==> src/rtl/dbg_brk_pkg.sv <==
package dbg_brk_pkg;

    typedef enum logic [2:0] {
        S_RUN,
        S_PEND,
        S_HALT,
        S_EXC,
        S_HNDL
    } brk_state_e;

    typedef enum logic [1:0] {
        RSP_NONE_A = 2'b00,
        RSP_HALT   = 2'b01,
        RSP_DBGIRQ = 2'b10,
        RSP_NONE_B = 2'b11
    } brk_resp_e;

    localparam logic [3:0] PST_HALTED = 4'hF;
    localparam logic [3:0] PST_DBGEXC = 4'hD;
    localparam int         DBG_VEC_NUM = 12;
    localparam int         VEC_BYTES   = 4;

endpackage

==> src/rtl/dbg_brk_pst_timer.sv <==
module dbg_brk_pst_timer #(
    parameter int PST_CYC = 4
) (
    input  logic clk,
    input  logic rst,
    input  logic active,
    output logic done
);
    localparam int CW = (PST_CYC > 1) ? $clog2(PST_CYC) : 1;
    localparam logic [CW-1:0] LAST = CW'(PST_CYC - 1);

    logic [CW-1:0] cnt;

    always_ff @(posedge clk) begin
        if (rst || !active) begin
            cnt <= '0;
        end else if (cnt != LAST) begin
            cnt <= cnt + 1'b1;
        end
    end

    assign done = active && (cnt == LAST);

    // Counter saturates at the last cycle of the status window
    assert_cnt_bound_R5: assert property (@(posedge clk) disable iff (rst)
        cnt <= LAST);

endmodule

==> src/rtl/dbg_brk_emu.sv <==
module dbg_brk_emu (
    input  logic clk,
    input  logic rst,
    input  logic force_in,
    input  logic enter,
    input  logic leave,
    output logic emu
);
    logic rel_q;

    always_ff @(posedge clk) begin
        if (rst) begin
            emu   <= 1'b0;
            rel_q <= 1'b1;
        end else begin
            rel_q <= 1'b0;
            if (rel_q) begin
                emu <= force_in;
            end else if (enter) begin
                emu <= 1'b1;
            end else if (leave) begin
                emu <= 1'b0;
            end
        end
    end

    assert_enter_sets_R7: assert property (@(posedge clk) disable iff (rst)
        (enter && !rel_q) |=> emu);

    assert_leave_clears_R8: assert property (@(posedge clk) disable iff (rst)
        (leave && !enter && !rel_q) |=> !emu);

    assert_force_only_release_R10: assert property (@(posedge clk) disable iff (rst)
        (!rel_q && !enter && !leave) |=> $stable(emu));

endmodule

==> src/rtl/dbg_brk_fsm.sv <==
module dbg_brk_fsm
    import dbg_brk_pkg::*;
(
    input  logic       clk,
    input  logic       rst,
    input  logic [1:0] resp_sel,
    input  logic       brk_trig,
    input  logic       sample_pt,
    input  logic       resume,
    input  logic       exc_ack,
    input  logic       rte_done,
    input  logic       emu,
    input  logic       tmr_done,
    output brk_state_e state,
    output logic       ack_seen,
    output logic       enter_exc
);
    brk_state_e state_nx;
    logic       armed;

    assign armed = brk_trig && !emu;

    always_comb begin
        state_nx = state;
        unique case (state)
            S_RUN: begin
                if (armed && resp_sel == RSP_HALT) begin
                    state_nx = S_HALT;                  // trig_halt
                end else if (armed && resp_sel == RSP_DBGIRQ) begin
                    state_nx = sample_pt ? S_EXC : S_PEND; // trig_take / trig_pend
                end
            end
            S_PEND: if (sample_pt) state_nx = S_EXC;    // sample_take
            S_HALT: if (resume) state_nx = S_RUN;       // resume
            S_EXC:  if (tmr_done && (ack_seen || exc_ack)) state_nx = S_HNDL; // entry_done
            S_HNDL: if (rte_done) state_nx = S_RUN;     // rte_exit
            default: state_nx = S_RUN;
        endcase
    end

    always_ff @(posedge clk) begin
        if (rst) begin
            state    <= S_RUN;
            ack_seen <= 1'b0;
        end else begin
            state    <= state_nx;
            ack_seen <= (state == S_EXC) && (state_nx == S_EXC) && (ack_seen || exc_ack);
        end
    end

    assign enter_exc = (state != S_EXC) && (state_nx == S_EXC);

    assert_halt_entry_R2: assert property (@(posedge clk) disable iff (rst)
        (state == S_RUN && armed && resp_sel == RSP_HALT) |=> state == S_HALT);

    assert_pend_hold_R3: assert property (@(posedge clk) disable iff (rst)
        (state == S_PEND && !sample_pt) |=> state == S_PEND);

    assert_same_cycle_take_R4: assert property (@(posedge clk) disable iff (rst)
        (state == S_RUN && armed && resp_sel == RSP_DBGIRQ && sample_pt) |=> state == S_EXC);

    assert_reserved_ignored_R11: assert property (@(posedge clk) disable iff (rst)
        (state == S_RUN && (resp_sel == RSP_NONE_A || resp_sel == RSP_NONE_B)) |=> state == S_RUN);

endmodule

==> src/rtl/dbg_brk_ctrl.sv <==
module dbg_brk_ctrl
    import dbg_brk_pkg::*;
#(
    parameter int PST_CYC = 4,
    parameter int PST_W   = 4,
    parameter int IRQ_W   = 3,
    parameter int VEC_W   = 8,
    parameter int ADDR_W  = 32
) (
    input  logic              clk,
    input  logic              rst,
    input  logic [1:0]        resp_sel,
    input  logic              brk_trig,
    input  logic              sample_pt,
    input  logic              resume,
    input  logic              exc_ack,
    input  logic              rte_done,
    input  logic              emu_force,
    input  logic [PST_W-1:0]  core_pst,
    input  logic [IRQ_W-1:0]  irq_lvl,
    input  logic [ADDR_W-1:0] vbr,
    output logic [PST_W-1:0]  pst,
    output logic              halted,
    output logic              emu_mode,
    output logic              exc_req,
    output logic [VEC_W-1:0]  exc_vec,
    output logic [ADDR_W-1:0] vec_addr,
    output logic [IRQ_W-1:0]  irq_fwd
);
    localparam logic [ADDR_W-1:0] VEC_OFS = ADDR_W'(DBG_VEC_NUM * VEC_BYTES);

    brk_state_e state;
    logic       ack_seen;
    logic       enter_exc;
    logic       tmr_done;
    logic       emu;

    dbg_brk_fsm u_fsm (
        .clk       (clk),
        .rst       (rst),
        .resp_sel  (resp_sel),
        .brk_trig  (brk_trig),
        .sample_pt (sample_pt),
        .resume    (resume),
        .exc_ack   (exc_ack),
        .rte_done  (rte_done),
        .emu       (emu),
        .tmr_done  (tmr_done),
        .state     (state),
        .ack_seen  (ack_seen),
        .enter_exc (enter_exc)
    );

    dbg_brk_pst_timer #(.PST_CYC(PST_CYC)) u_tmr (
        .clk    (clk),
        .rst    (rst),
        .active (state == S_EXC),
        .done   (tmr_done)
    );

    dbg_brk_emu u_emu (
        .clk      (clk),
        .rst      (rst),
        .force_in (emu_force),
        .enter    (enter_exc),
        .leave    (rte_done),
        .emu      (emu)
    );

    always_comb begin
        pst      = core_pst;
        halted   = 1'b0;
        exc_req  = 1'b0;
        irq_fwd  = emu ? '0 : irq_lvl;
        unique case (state)
            S_RUN:   ;
            S_PEND:  irq_fwd = '0;
            S_HALT: begin
                pst     = PST_W'(PST_HALTED);
                halted  = 1'b1;
                irq_fwd = '0;
            end
            S_EXC: begin
                pst     = PST_W'(PST_DBGEXC);
                exc_req = !ack_seen;
                irq_fwd = '0;
            end
            S_HNDL:  irq_fwd = '0;
            default: ;
        endcase
    end

    assign emu_mode = emu;
    assign exc_vec  = VEC_W'(DBG_VEC_NUM);
    assign vec_addr = vbr + VEC_OFS;

    // Exception entry always runs in emulator mode
    assert_exc_in_emu_R7: assert property (@(posedge clk) disable iff (rst)
        (state == S_EXC) |-> emu);

    // Leaving entry only after the status window has elapsed
    assert_exc_exit_R5: assert property (@(posedge clk) disable iff (rst)
        (state == S_EXC && !tmr_done) |=> state == S_EXC);

endmodule

==> config.mk <==
export PLATFORM = sky130hd
export DESIGN_NAME = dbg_brk_ctrl
export DESIGN_NICKNAME = d
export VERILOG_FILES = /design/src/rtl/dbg_brk_pkg.sv /design/src/rtl/dbg_brk_pst_timer.sv /design/src/rtl/dbg_brk_emu.sv /design/src/rtl/dbg_brk_fsm.sv /design/src/rtl/dbg_brk_ctrl.sv
export SDC_FILE = /design/constraint.sdc
export NUM_CORES = 1
export LEC_CHECK = 0
export ABC_AREA = 1
export BUFFER_PORTS_ARGS = -buffer_cell sky130_fd_sc_hd__buf_2
export CORE_MARGIN = 2
export CORE_UTILIZATION = 41
export CTS_CLUSTER_SIZE = 30
export DETAILED_ROUTE_END_ITERATION = 10
export GPL_ROUTABILITY_DRIVEN = 0
export PLACE_DENSITY = 0.81
export REMOVE_ABC_BUFFERS = 1
export SETUP_SLACK_MARGIN = 0.1
export SLEW_MARGIN = 5
export SYNTH_ARGS = -nofsm -noshare
export SYNTH_HDL_FRONTEND = slang
export SYNTH_SLANG_ARGS = --single-unit
==> constraint.sdc <==
create_clock -name clk -period 1.65 [get_ports clk]
set_input_delay 0.2475 -clock clk [delete_from_list [all_inputs] [get_ports clk]]
set_output_delay 0.2475 -clock clk [all_outputs]
set_load 0.02 [all_outputs]
==> insert_results.sql, run 1 <==
INSERT INTO impl_metrics (metric_group, metric, value, unit) VALUES
('clock_tree', 'cts-hold-fix-buffers', '0', ''),
('clock_tree', 'cts.root.buffer_cell', 'clkbuf_4', ''),
('floorplan', 'die-width', '61.06', 'um'),
('timing', 'max_freq', '0.6591', 'GHz'),
('worst_setup_path', 'crit_top_cell', 'nand2_1', ''),
('timing', 'totalNegativeSetupSlack', '0', 'ns'),
('placed_design', 'dp.final_hpwl', '3.155', 'mm'),
('power_and_ir_drop', 'worst_ir_drop_vdd', '0.0004466', 'V'),
('placed_design', 'port-buffer-count', '82', ''),
('worst_setup_path', 'timing.critical_path.cells', 'buf_2, nand2_1, nor2_2, nand2_1, nor2_1, nand2_1, nand2_1, nand2_1, buf_2', ''),
('hold_path', 'hp-class', 'in2reg', ''),
('yosys', 'synthesis.instances', '252', ''),
('grt', 'vias_in_the_first_global_route', '1387', ''),
('floorplan', 'core', '3078', 'um^2'),
('yosys', 'synth_sequential_area_ratio', '12.00', '%'),
('floorplan', 'floorplan.initialDensity', '43.37', '%'),
('timing', 'final.setup.worst_slack', '0.1328', 'ns'),
('placed_design', 'instance_area_after_placement', '1735', 'um^2'),
('worst_setup_path', 'worstRegToRegCells', '8', ''),
('layout', 'fin_area', '1899', 'um^2'),
('layout', 'most_common_cell_after_layout_fill_and_taps_aside', 'nand2_1', ''),
('timing', 'min_period_over_period', '91.95', '%'),
('yosys', 'synth.mux.area_fraction', '0', '%'),
('yosys', 'synth_compound_gate_area_share', '3.843', '%'),
('yosys', 'async_sr_flop_fraction', '0', '%'),
('placed_design', 'inst_count_dp', '372', ''),
('worst_setup_path', 'worstPathMaxFanout', '4', ''),
('drt', 'post-route-drc-count', '0', ''),
('grt', 'grt.overflow.total', '0', ''),
('yosys', 'synth_xor_area_share', '10.50', '%'),
('yosys', 'synth_seq_cells', '8', ''),
('clock_tree', 'total_clock_buffers_created_by_cts', '3', ''),
('clock_tree', 'clk-insertion-delay-late', '0.26', 'ns'),
('layout', 'num_antenna_cells', '0', ''),
('placed_design', 'place_ws', '-0.01207', 'ns'),
('yosys', 'synth-main-ff-cell', 'dfxtp_1', ''),
('run_status', 'run_status', 'completed', ''),
('clock_tree', 'numClockSinks', '8', ''),
('clock_tree', 'clock_path_buffers', '2', ''),
('yosys', 'synth_warnings', '0', ''),
('floorplan', 'dieArea', '3728', 'um^2'),
('timing', 'timing.final.setup_violations', '0', ''),
('yosys', 'dominant_combinational_cell_family_by_area_after_synthesis', 'simple AND/OR/NAND/NOR gates', ''),
('worst_setup_path', 'setup.worst_path.class', 'in2out', ''),
('drt', 'drt_pre_antenna_iters', '4', ''),
('power_and_ir_drop', 'leakage', '1.035', 'nW'),
('floorplan', 'core.rowCount', '20', ''),
('power_and_ir_drop', 'power.density', '547.2', 'nW/um^2'),
('yosys', 'yosys.area_share.simple', '55.67', '%'),
('drt', 'num_vias', '1786', ''),
('power_and_ir_drop', 'power.total', '1.039', 'mW'),
('drt', 'number_of_vias_per_cell', '4.700', ''),
('yosys', 'synth_area', '1335', 'um^2'),
('floorplan', 'dieHeight', '61.06', 'um'),
('drt', 'detail_route.wl_per_cell', '10.39', 'um'),
('flow_run', 'maxCapViolations', '0', ''),
('clock_tree', 'cts.reportedPaths.clkPinSlew', '0.05', 'ns'),
('timing', 'timing_hold_violations_final', '0', ''),
('layout', 'most-common-layout-cells', 'nand2_1 (89), buf_2 (73), nor2_1 (41), inv_1 (24), buf_4 (12)', ''),
('worst_setup_path', 'worst_path_max_delay_cell', 'nor2_2', ''),
('grt', 'grt_max_degree', '9', ''),
('worst_setup_path', 'worstPathRequired', '1.40', 'ns'),
('yosys', 'synth_fa_ha_area_share', '1.874', '%'),
('layout', 'area_growth', '42.27', '%'),
('hold_path', 'hold-path-cell-count', '1', ''),
('layout', 'fillerInstances', '305', ''),
('timing', 'final_max_slew_viol_count', '0', ''),
('layout', 'final_layout_size_suffix_gt1_share', '35.71', '%'),
('worst_setup_path', 'worstSetupStartpointType', 'primary input', ''),
('grt', 'track_usage', '18.70', '%'),
('floorplan', 'count_of_boundary_i_o_pins', '99', '');
[final cells by class]
class / instances / area (um^2) / share of cell area, %
multi-input combinational: 207 / 1055 / 55.53
timing repair buffer: 88 / 489.2 / 25.76
sequential: 8 / 165.2 / 8.696
inverter: 30 / 112.6 / 5.929
clock buffer: 3 / 22.52 / 1.186
tap: 44 / 55.05 / 2.899
[synthesized netlist by cell type (all sizes together) (4+ instances only)]
cell	instances	area share [%]
xor2	9	5.9
xnor2	7	4.6
nand3b	7	3.9
buf	12	6.7
inv	30	8.4
nor3	4	2.7
a21oi	5	1.9
dfxtp	8	12
nand3	9	3.4
nand2	93	26
nor2	55	17
[report_power, final]
group	internal (mW)	total, mW	switching [mW]
logic	0.241	0.646	0.404
clock network	0.0831	0.148	0.0649
registers	0.219	0.246	0.0267
total	0.543	1.04	0.496
[routing by layer]
| layer | up-vias | part of all wire [%] | routed length [um] | global-route usage (%) |
|---|---|---|---|---|
| met5 | - | 0 | 0 | 0 |
| met1 | 765 | 40 | 1565 | 22.19 |
| met4 | 0 | 2.4 | 95 | 5.590 |
| li1 | 924 | - | - | - |
| met2 | 86 | 49 | 1936 | 33.89 |
| met3 | 11 | 8.9 | 351 | 3.571 |
[worst paths after layout]
| check | from | to | slack, ns |
|---|---|---|---|
| hold reg to reg | u_tmr.cnt[1] | u_tmr.cnt[1] | 0.47 |
| hold / removal | rst | u_emu.rel_q | 0.17 |
| setup reg to reg | u_tmr.cnt[0] | u_fsm.state[1] | 0.43 |
| setup / recovery | vbr[7] | vec_addr[22] | 0.13 |
[critical path: cells and delay by family]
kind,cells,cell delay [ns]
and+or+nand+nor,7,0.74
buffers and inverters,2,0.27
[stage by stage]
step | utilization [%] | hold WS, ns
floorplan | - | 0.2752
global placement | 56.38 | 0.4333
detailed placement | 56.38 | 0.4335
CTS | 57.52 | 0.1685
global route | 61.71 | 0.1622
finish | 61.71 | 0.1719
[logic make-up (layout without fill, tap and decap cells)]
family	count (synthesis)	count (layout)
simple gates	172	172
xor+xnor	16	16
buf+inv	43	121
other cells	2	8
fa+ha+maj	2	2
flops	8	8
compound gates	9	9
[registers in the layout (all words and copies together) (netlist names)]
signal          flops
u_fsm.state         3
u_emu.rel_q         1
u_fsm.ack_seen      1
u_emu.emu           1
u_tmr.cnt           2
[what timing repair did]
| item | CTS | global route |
|---|---|---|
| buffers inserted | 0 | 5 |
| pin swaps | 0 | 11 |
| resized for setup | 4 | 34 |
| endpoints found under the setup margin | 7 | 14 |
No activity file was read; power rests on OpenSTA's default activity.
==> inputs of run 2 (changes only) <==
--- a/config.mk
+++ b/config.mk
@@ -12,6 +12,7 @@
 export CTS_CLUSTER_SIZE = 30
 export DETAILED_ROUTE_END_ITERATION = 10
 export GPL_ROUTABILITY_DRIVEN = 0
+export MAX_ROUTING_LAYER = met4
 export PLACE_DENSITY = 0.81
 export REMOVE_ABC_BUFFERS = 1
 export SETUP_SLACK_MARGIN = 0.1
==> run 2 against run 1 <==
Sequential share of layout area unchanged. Register-to-register slack about the same. Fmax up 0.21%. Non-clock buffer count unchanged.
==> insert_results.sql, run 2 (synthesized netlist as in run 1, its figures left out) <==
INSERT INTO impl_metrics (metric_group, metric, value, unit) VALUES
('run_status', 'run_status', 'completed', ''),
('worst_setup_path', 'setup.worst_path.class', 'in2out', ''),
('drt', 'number_of_vias_per_cell', '4.695', ''),
('clock_tree', 'cts.root.buffer_cell', 'clkbuf_4', ''),
('worst_setup_path', 'crit_path_max_incr_delay', '0.18', 'ns'),
('grt', 'grt.overflow.total', '0', ''),
('power_and_ir_drop', 'worst_ir_drop_vdd', '0.0004527', 'V'),
('layout', 'net_count_final', '389', ''),
('drt', 'drt.antenna.violating_nets', '0', ''),
('grt', 'grt_max_degree', '9', ''),
('clock_tree', 'tritoncts', 'yes', ''),
('worst_setup_path', 'worstSetupStartpointType', 'primary input', ''),
('grt', 'wire_length_of_the_first_global_routing_pass', '5.437', 'mm'),
('floorplan', 'dieArea', '3728', 'um^2'),
('placed_design', 'dp.final_hpwl', '3.155', 'mm'),
('layout', 'multiInputGateArea', '1055', 'um^2'),
('drt', 'drt_wl_total', '3.947', 'mm'),
('clock_tree', 'cts-hold-fix-buffers', '0', ''),
('flow_run', 'maxCapViolations', '0', ''),
('drt', 'detail_route.wl_per_cell', '10.39', 'um'),
('timing', 'timing.hold.ws', '0.1712', 'ns'),
('timing', 'timing.final.crit_period', '1.514', 'ns'),
('grt', 'globalRouteMet2Util', '33.89', '%'),
('layout', 'final_layout_size_suffix_gt1_share', '35.71', '%'),
('worst_setup_path', 'worstPathMaxFanout', '4', ''),
('floorplan', 'core', '3078', 'um^2'),
('layout', 'most_common_cell_after_layout_fill_and_taps_aside', 'nand2_1', ''),
('worst_setup_path', 'worstSetupEndpointType', 'output pin', ''),
('timing', 'timing_hold_violations_final', '0', ''),
('layout', 'num_antenna_cells', '0', ''),
('drt', 'drt_pre_antenna_iters', '4', ''),
('power_and_ir_drop', 'power.total', '1.040', 'mW'),
('grt', 'gr-max-usage-layer', 'met2', ''),
('grt', 'track_usage', '19.29', '%'),
('worst_setup_path', 'worstPathArrival', '1.27', 'ns'),
('floorplan', 'core.rowCount', '20', ''),
('clock_tree', 'clock_path_buffers', '2', ''),
('clock_tree', 'cts-htree-levels', '1', ''),
('worst_setup_path', 'worst_path_max_delay_cell', 'nor2_2', ''),
('layout', 'layout.area.seq', '165.2', 'um^2'),
('floorplan', 'floorplan.initialDensity', '43.37', '%'),
('floorplan', 'die-width', '61.06', 'um'),
('timing', 'timing.final.setup_violations', '0', ''),
('clock_tree', 'clk-insertion-delay-late', '0.25', 'ns'),
('timing', 'final.setup.worst_slack', '0.1359', 'ns'),
('floorplan', 'dieHeight', '61.06', 'um'),
('placed_design', 'port-buffer-count', '82', ''),
('layout', 'layout.core_utilization', '61.71', '%'),
('timing', 'clock-skew-final', '0.002946', 'ns'),
('hold_path', 'hp-class', 'in2reg', ''),
('clock_tree', 'cts.reportedPaths.clkPinSlew', '0.05', 'ns'),
('timing', 'max_freq', '0.6605', 'GHz'),
('grt', 'number_of_antenna_violations_at_the_first_check_in_global_routing', '0', ''),
('grt', 'gr-usage-met3', '2.731', '%'),
('placed_design', 'place_ws', '-0.01207', 'ns'),
('worst_setup_path', 'crit_top_cell', 'nand2_1', ''),
('power_and_ir_drop', 'leakage', '1.035', 'nW'),
('layout', 'largest_register_ff_count', '3', ''),
('drt', 'first_iter_violations', '81', ''),
('layout', 'area_growth', '42.27', '%'),
('timing', 'final_max_slew_viol_count', '0', ''),
('layout', 'registers.top_by_ff_count', 'u_fsm.state', ''),
('drt', 'num_vias', '1784', ''),
('drt', 'post-route-drc-count', '0', ''),
('timing', 'min_period_over_period', '91.76', '%'),
('floorplan', 'count_of_boundary_i_o_pins', '99', ''),
('grt', 'vias_in_the_first_global_route', '1386', ''),
('clock_tree', 'total_clock_buffers_created_by_cts', '3', ''),
('grt', 'global_route.usage.met1', '22.70', '%'),
('clock_tree', 'numClockSinks', '8', ''),
('timing', 'unrepaired_setup_endpoints_after_global_routing', 'yes', ''),
('worst_setup_path', 'worstPathRequired', '1.40', 'ns'),
('worst_setup_path', 'timing.critical_path.cells', 'buf_2, nand2_1, nor2_2, nand2_1, nor2_1, nand2_1, nand2_1, nand2_1, buf_2', ''),
('layout', 'most-common-layout-cells', 'nand2_1 (89), buf_2 (73), nor2_1 (41), inv_1 (24), buf_4 (12)', ''),
('layout', 'top_regs', 'u_fsm.state: 3 flops, u_tmr.cnt: 2 flops', ''),
('power_and_ir_drop', 'power.density', '547.6', 'nW/um^2'),
('layout', 'fillerInstances', '305', '');
run 2: cell counts in the layout (fill, tap and decap cells not counted):
No cell type changed its count.
run 2: per-stage QoR:
step | setup TNS (ns) | cell area [um^2] | instances
after floorplan | 0 | 1262 | 245
after global placement | 0 | 1735 | 372
after detailed placement | -0.01207 | 1735 | 372
after CTS | 0 | 1770 | 375
after global routing | 0 | 1899 | 380
final | 0 | 1899 | 380
run 2: report_power, final:
group          total (mW)  internal, mW  switching (mW)
clock               0.148        0.0831          0.0652
sequential          0.245         0.219          0.0265
combinational       0.646         0.241           0.405
run 2: layer usage:
metal | routed length (um) | share of wire, %
met1 | 1597 | 40
met2 | 1943 | 49
met3 | 321 | 8.1
met4 | 85 | 2.2
met5 | 0 | 0
run 2: repair_timing:
item	4_1_cts	5_1_grt
pin swaps	0	11
endpoints found under the setup margin	7	14
buffers inserted	0	5
gates resized for setup	4	34
cloned	0	0
endpoints found under the hold margin	0	0
run 2: final cells by class:
type	instances	area share [%]
repair buffers	88	25.76
flip-flops and latches	8	8.696
multi-input cells	207	55.53
inverters	30	5.929
clock buffers	3	1.186
well taps	44	2.899
run 2: worst paths after layout:
path | startpoint | endpoint | slack [ns] | cells after the start
worst min register to register | u_tmr.cnt[1] | u_tmr.cnt[1] | 0.47 | 2
worst max register to register | u_tmr.cnt[0] | u_fsm.state[1] | 0.42 | 8
worst min-delay path | rst | u_emu.rel_q | 0.17 | 1
worst max-delay path | vbr[7] | vec_addr[22] | 0.14 | 9
run 2: worst max-delay path: cells and delay by family:
kind,cells,cell delay [ns]
simple gates,7,0.74
buf+inv,2,0.27
==> inputs of run 3 (changes only) <==
--- a/config.mk
+++ b/config.mk
@@ -7,6 +7,7 @@
 export LEC_CHECK = 0
 export ABC_AREA = 1
 export BUFFER_PORTS_ARGS = -buffer_cell sky130_fd_sc_hd__buf_2
+export CORE_ASPECT_RATIO = 0.6
 export CORE_MARGIN = 2
 export CORE_UTILIZATION = 41
 export CTS_CLUSTER_SIZE = 30
==> run 3 against run 2 <==
The run now ends with setup timing left. Flip-flop and latch count stayed put. Clock power is 60% higher. Via count grew 2.5%. Clock-buffer cell count stayed put.
==> insert_results.sql, run 3 (synthesized netlist as in run 1, its figures left out) <==
INSERT INTO impl_metrics (metric_group, metric, value, unit) VALUES
('floorplan', 'dieHeight', '48.20', 'um'),
('clock_tree', 'numClockSinks', '8', ''),
('layout', 'net_count_final', '389', ''),
('layout', 'most_common_cell_after_layout_fill_and_taps_aside', 'nand2_1', ''),
('floorplan', 'core', '2984', 'um^2'),
('clock_tree', 'cts-htree-levels', '1', ''),
('worst_setup_path', 'worst_path_max_delay_cell', 'xor2_1', ''),
('timing', 'timing.final.setup_violations', '1', ''),
('worst_setup_path', 'worstPathArrival', '1.42', 'ns'),
('power_and_ir_drop', 'clock_power_share', '20.3', '%'),
('clock_tree', 'tritoncts', 'yes', ''),
('placed_design', 'port-buffer-count', '82', ''),
('power_and_ir_drop', 'worst_ir_drop_vdd', '0.0003753', 'V'),
('worst_setup_path', 'worstPathMaxFanout', '4', ''),
('drt', 'drt_pre_antenna_iters', '5', ''),
('clock_tree', 'total_clock_buffers_created_by_cts', '3', ''),
('worst_setup_path', 'worst_setup_ep', 'vec_addr[18]', ''),
('power_and_ir_drop', 'seqPwrFrac', '21.7', '%'),
('clock_tree', 'clock_path_buffers', '2', ''),
('layout', 'fin_area', '1957', 'um^2'),
('layout', 'largest_register_ff_count', '3', ''),
('grt', 'track_usage', '22.34', '%'),
('drt', 'first_iter_violations', '142', ''),
('worst_setup_path', 'worstReg2RegEnd', 'u_fsm.state[1]', ''),
('timing', 'totalNegativeSetupSlack', '-0.02210', 'ns'),
('worst_setup_path', 'path_delay_family', 'buffers and inverters', ''),
('floorplan', 'core.rowCount', '15', ''),
('layout', 'num_antenna_cells', '0', ''),
('worst_setup_path', 'timing.critical_path.cells', 'buf_2, nand2_2, nor2_2, buf_4, nand2_2, nor2_2, xor2_1, buf_4', ''),
('worst_setup_path', 'worstPathBufferInverterCount', '3', ''),
('worst_setup_path', 'timing.reg2reg.setup_slack', '0.38', 'ns'),
('placed_design', 'inst_count_dp', '371', ''),
('placed_design', 'instance_area_after_placement', '1740', 'um^2'),
('drt', 'drt_wl_total', '4.759', 'mm'),
('power_and_ir_drop', 'leakage', '1.050', 'nW'),
('grt', 'wire_length_of_the_first_global_routing_pass', '6.306', 'mm'),
('worst_setup_path', 'crit_path_max_incr_delay', '0.25', 'ns'),
('grt', 'grt_max_degree', '9', ''),
('layout', 'final_layout_size_suffix_gt1_share', '38.39', '%'),
('power_and_ir_drop', 'intPower', '0.6335', 'mW'),
('clock_tree', 'cts.root.buffer_cell', 'clkbuf_8', ''),
('worst_setup_path', 'setup.worst_path.class', 'in2out', ''),
('layout', 'most-common-layout-cells', 'nand2_1 (86), buf_2 (72), nor2_1 (33), inv_1 (26), nor2_2 (15)', ''),
('drt', 'detail_route.wl_per_cell', '12.59', 'um'),
('run_status', 'run_status', 'finished, violations left', ''),
('timing', 'timing.final.crit_period', '1.672', 'ns'),
('clock_tree', 'cts.reportedPaths.clkPinSlew', '0.04', 'ns'),
('drt', 'num_vias', '1829', ''),
('worst_setup_path', 'worstPathRequired', '1.40', 'ns'),
('worst_setup_path', 'worstRegToRegCells', '8', ''),
('power_and_ir_drop', 'p_sw_share', '45.87', '%'),
('timing', 'timing.hold.ws', '0.2105', 'ns'),
('grt', 'vias_in_the_first_global_route', '1356', ''),
('floorplan', 'count_of_boundary_i_o_pins', '99', ''),
('worst_setup_path', 'worstSetupEndpointType', 'output pin', ''),
('timing', 'timing_hold_violations_final', '0', ''),
('drt', 'number_of_vias_per_cell', '4.839', ''),
('grt', 'grt.overflow.total', '0', ''),
('drt', 'drt.antenna.violating_nets', '0', ''),
('floorplan', 'floorplan.initialDensity', '44.74', '%'),
('layout', 'fillerInstances', '294', ''),
('layout', 'area_growth', '46.58', '%'),
('worst_setup_path', 'timing.critical_path.depth', '8', ''),
('worst_setup_path', 'critical_path.startpoint', 'vbr[8]', ''),
('floorplan', 'dieArea', '3743', 'um^2'),
('layout', 'top_regs', 'u_fsm.state: 3 flops, u_tmr.cnt: 2 flops', ''),
('timing', 'final.setup.worst_slack', '-0.02210', 'ns'),
('flow_run', 'maxCapViolations', '0', ''),
('layout', 'layout.area.seq', '165.2', 'um^2'),
('placed_design', 'dp.final_hpwl', '3.655', 'mm'),
('timing', 'clock-skew-final', '0.001275', 'ns'),
('worst_setup_path', 'timing.rr.start', 'u_tmr.cnt[0]', ''),
('hold_path', 'hp-class', 'in2reg', ''),
('timing', 'min_period_over_period', '101.3', '%'),
('worst_setup_path', 'worstSetupStartpointType', 'primary input', ''),
('drt', 'post-route-drc-count', '0', ''),
('timing', 'unrepaired_setup_endpoints_after_global_routing', 'yes', ''),
('timing', 'max_freq', '0.5980', 'GHz'),
('layout', 'post_layout_nonfiller_instances', '378', ''),
('run_status', 'violations', 'setup timing', ''),
('layout', 'registers.top_by_ff_count', 'u_fsm.state', ''),
('placed_design', 'place_ws', '0.06261', 'ns'),
('power_and_ir_drop', 'pwr-share-comb', '58.0', '%'),
('timing', 'final_max_slew_viol_count', '0', ''),
('grt', 'number_of_antenna_violations_at_the_first_check_in_global_routing', '0', ''),
('clock_tree', 'clk-insertion-delay-late', '0.23', 'ns'),
('floorplan', 'die-width', '77.67', 'um'),
('power_and_ir_drop', 'power.density', '598.1', 'nW/um^2'),
('layout', 'multiInputGateArea', '1082', 'um^2'),
('power_and_ir_drop', 'p_sw', '0.5368', 'mW');
run 3: power by group through the flow:
stage	Sequential, mW	Clock [mW]	Combinational, mW
after floorplan	0.241	0	0.370
after global placement	0.244	0	0.580
after detailed placement	0.243	0	0.590
after CTS	0.243	0.244	0.596
after global routing	0.260	0.260	0.740
final	0.254	0.237	0.679
run 3: repair_timing:
item / in CTS / in global routing
pin swaps: 0 / 12
hold buffers: 0 / 0
buffers inserted: 0 / 4
resized for setup: 5 / 46
endpoints found under the hold margin: 0 / 0
setup endpoints to repair: 5 / 19
run 3: metrics by stage:
step / utilization [%] / total power [mW]
after floorplan: - / 0.6112
after CTS: 60.04 / 1.082
after global placement: 58.32 / 0.8245
after global routing: 65.58 / 1.259
after detailed placement: 58.32 / 0.8336
final: 65.58 / 1.170
run 3: worst min path at each step:
stage,start,to,slack [ns],depth (start not counted)
after floorplan,rst,u_emu.rel_q,0.28,0
after global placement,rst,u_emu.rel_q,0.44,1
after detailed placement,rst,u_emu.rel_q,0.44,1
after CTS,rst,u_emu.rel_q,0.20,1
after global routing,rst,u_emu.rel_q,0.20,1
final,rst,u_emu.rel_q,0.21,1
run 3: final cells by class:
cell class	instances	share of cell area [%]
inverter	30	5.754
multi-input combinational	207	55.31
tap	42	2.685
sequential	8	8.440
timing repair buffer	88	25.70
clock buffer	3	2.110
run 3: metal layers:
layer	share of wire (%)	vias to the layer above	track usage, %
li1	-	921	-
met1	44	797	32.41
met2	45	102	31.03
met3	10	9	6.296
met4	1.2	0	2.857
met5	0	-	-
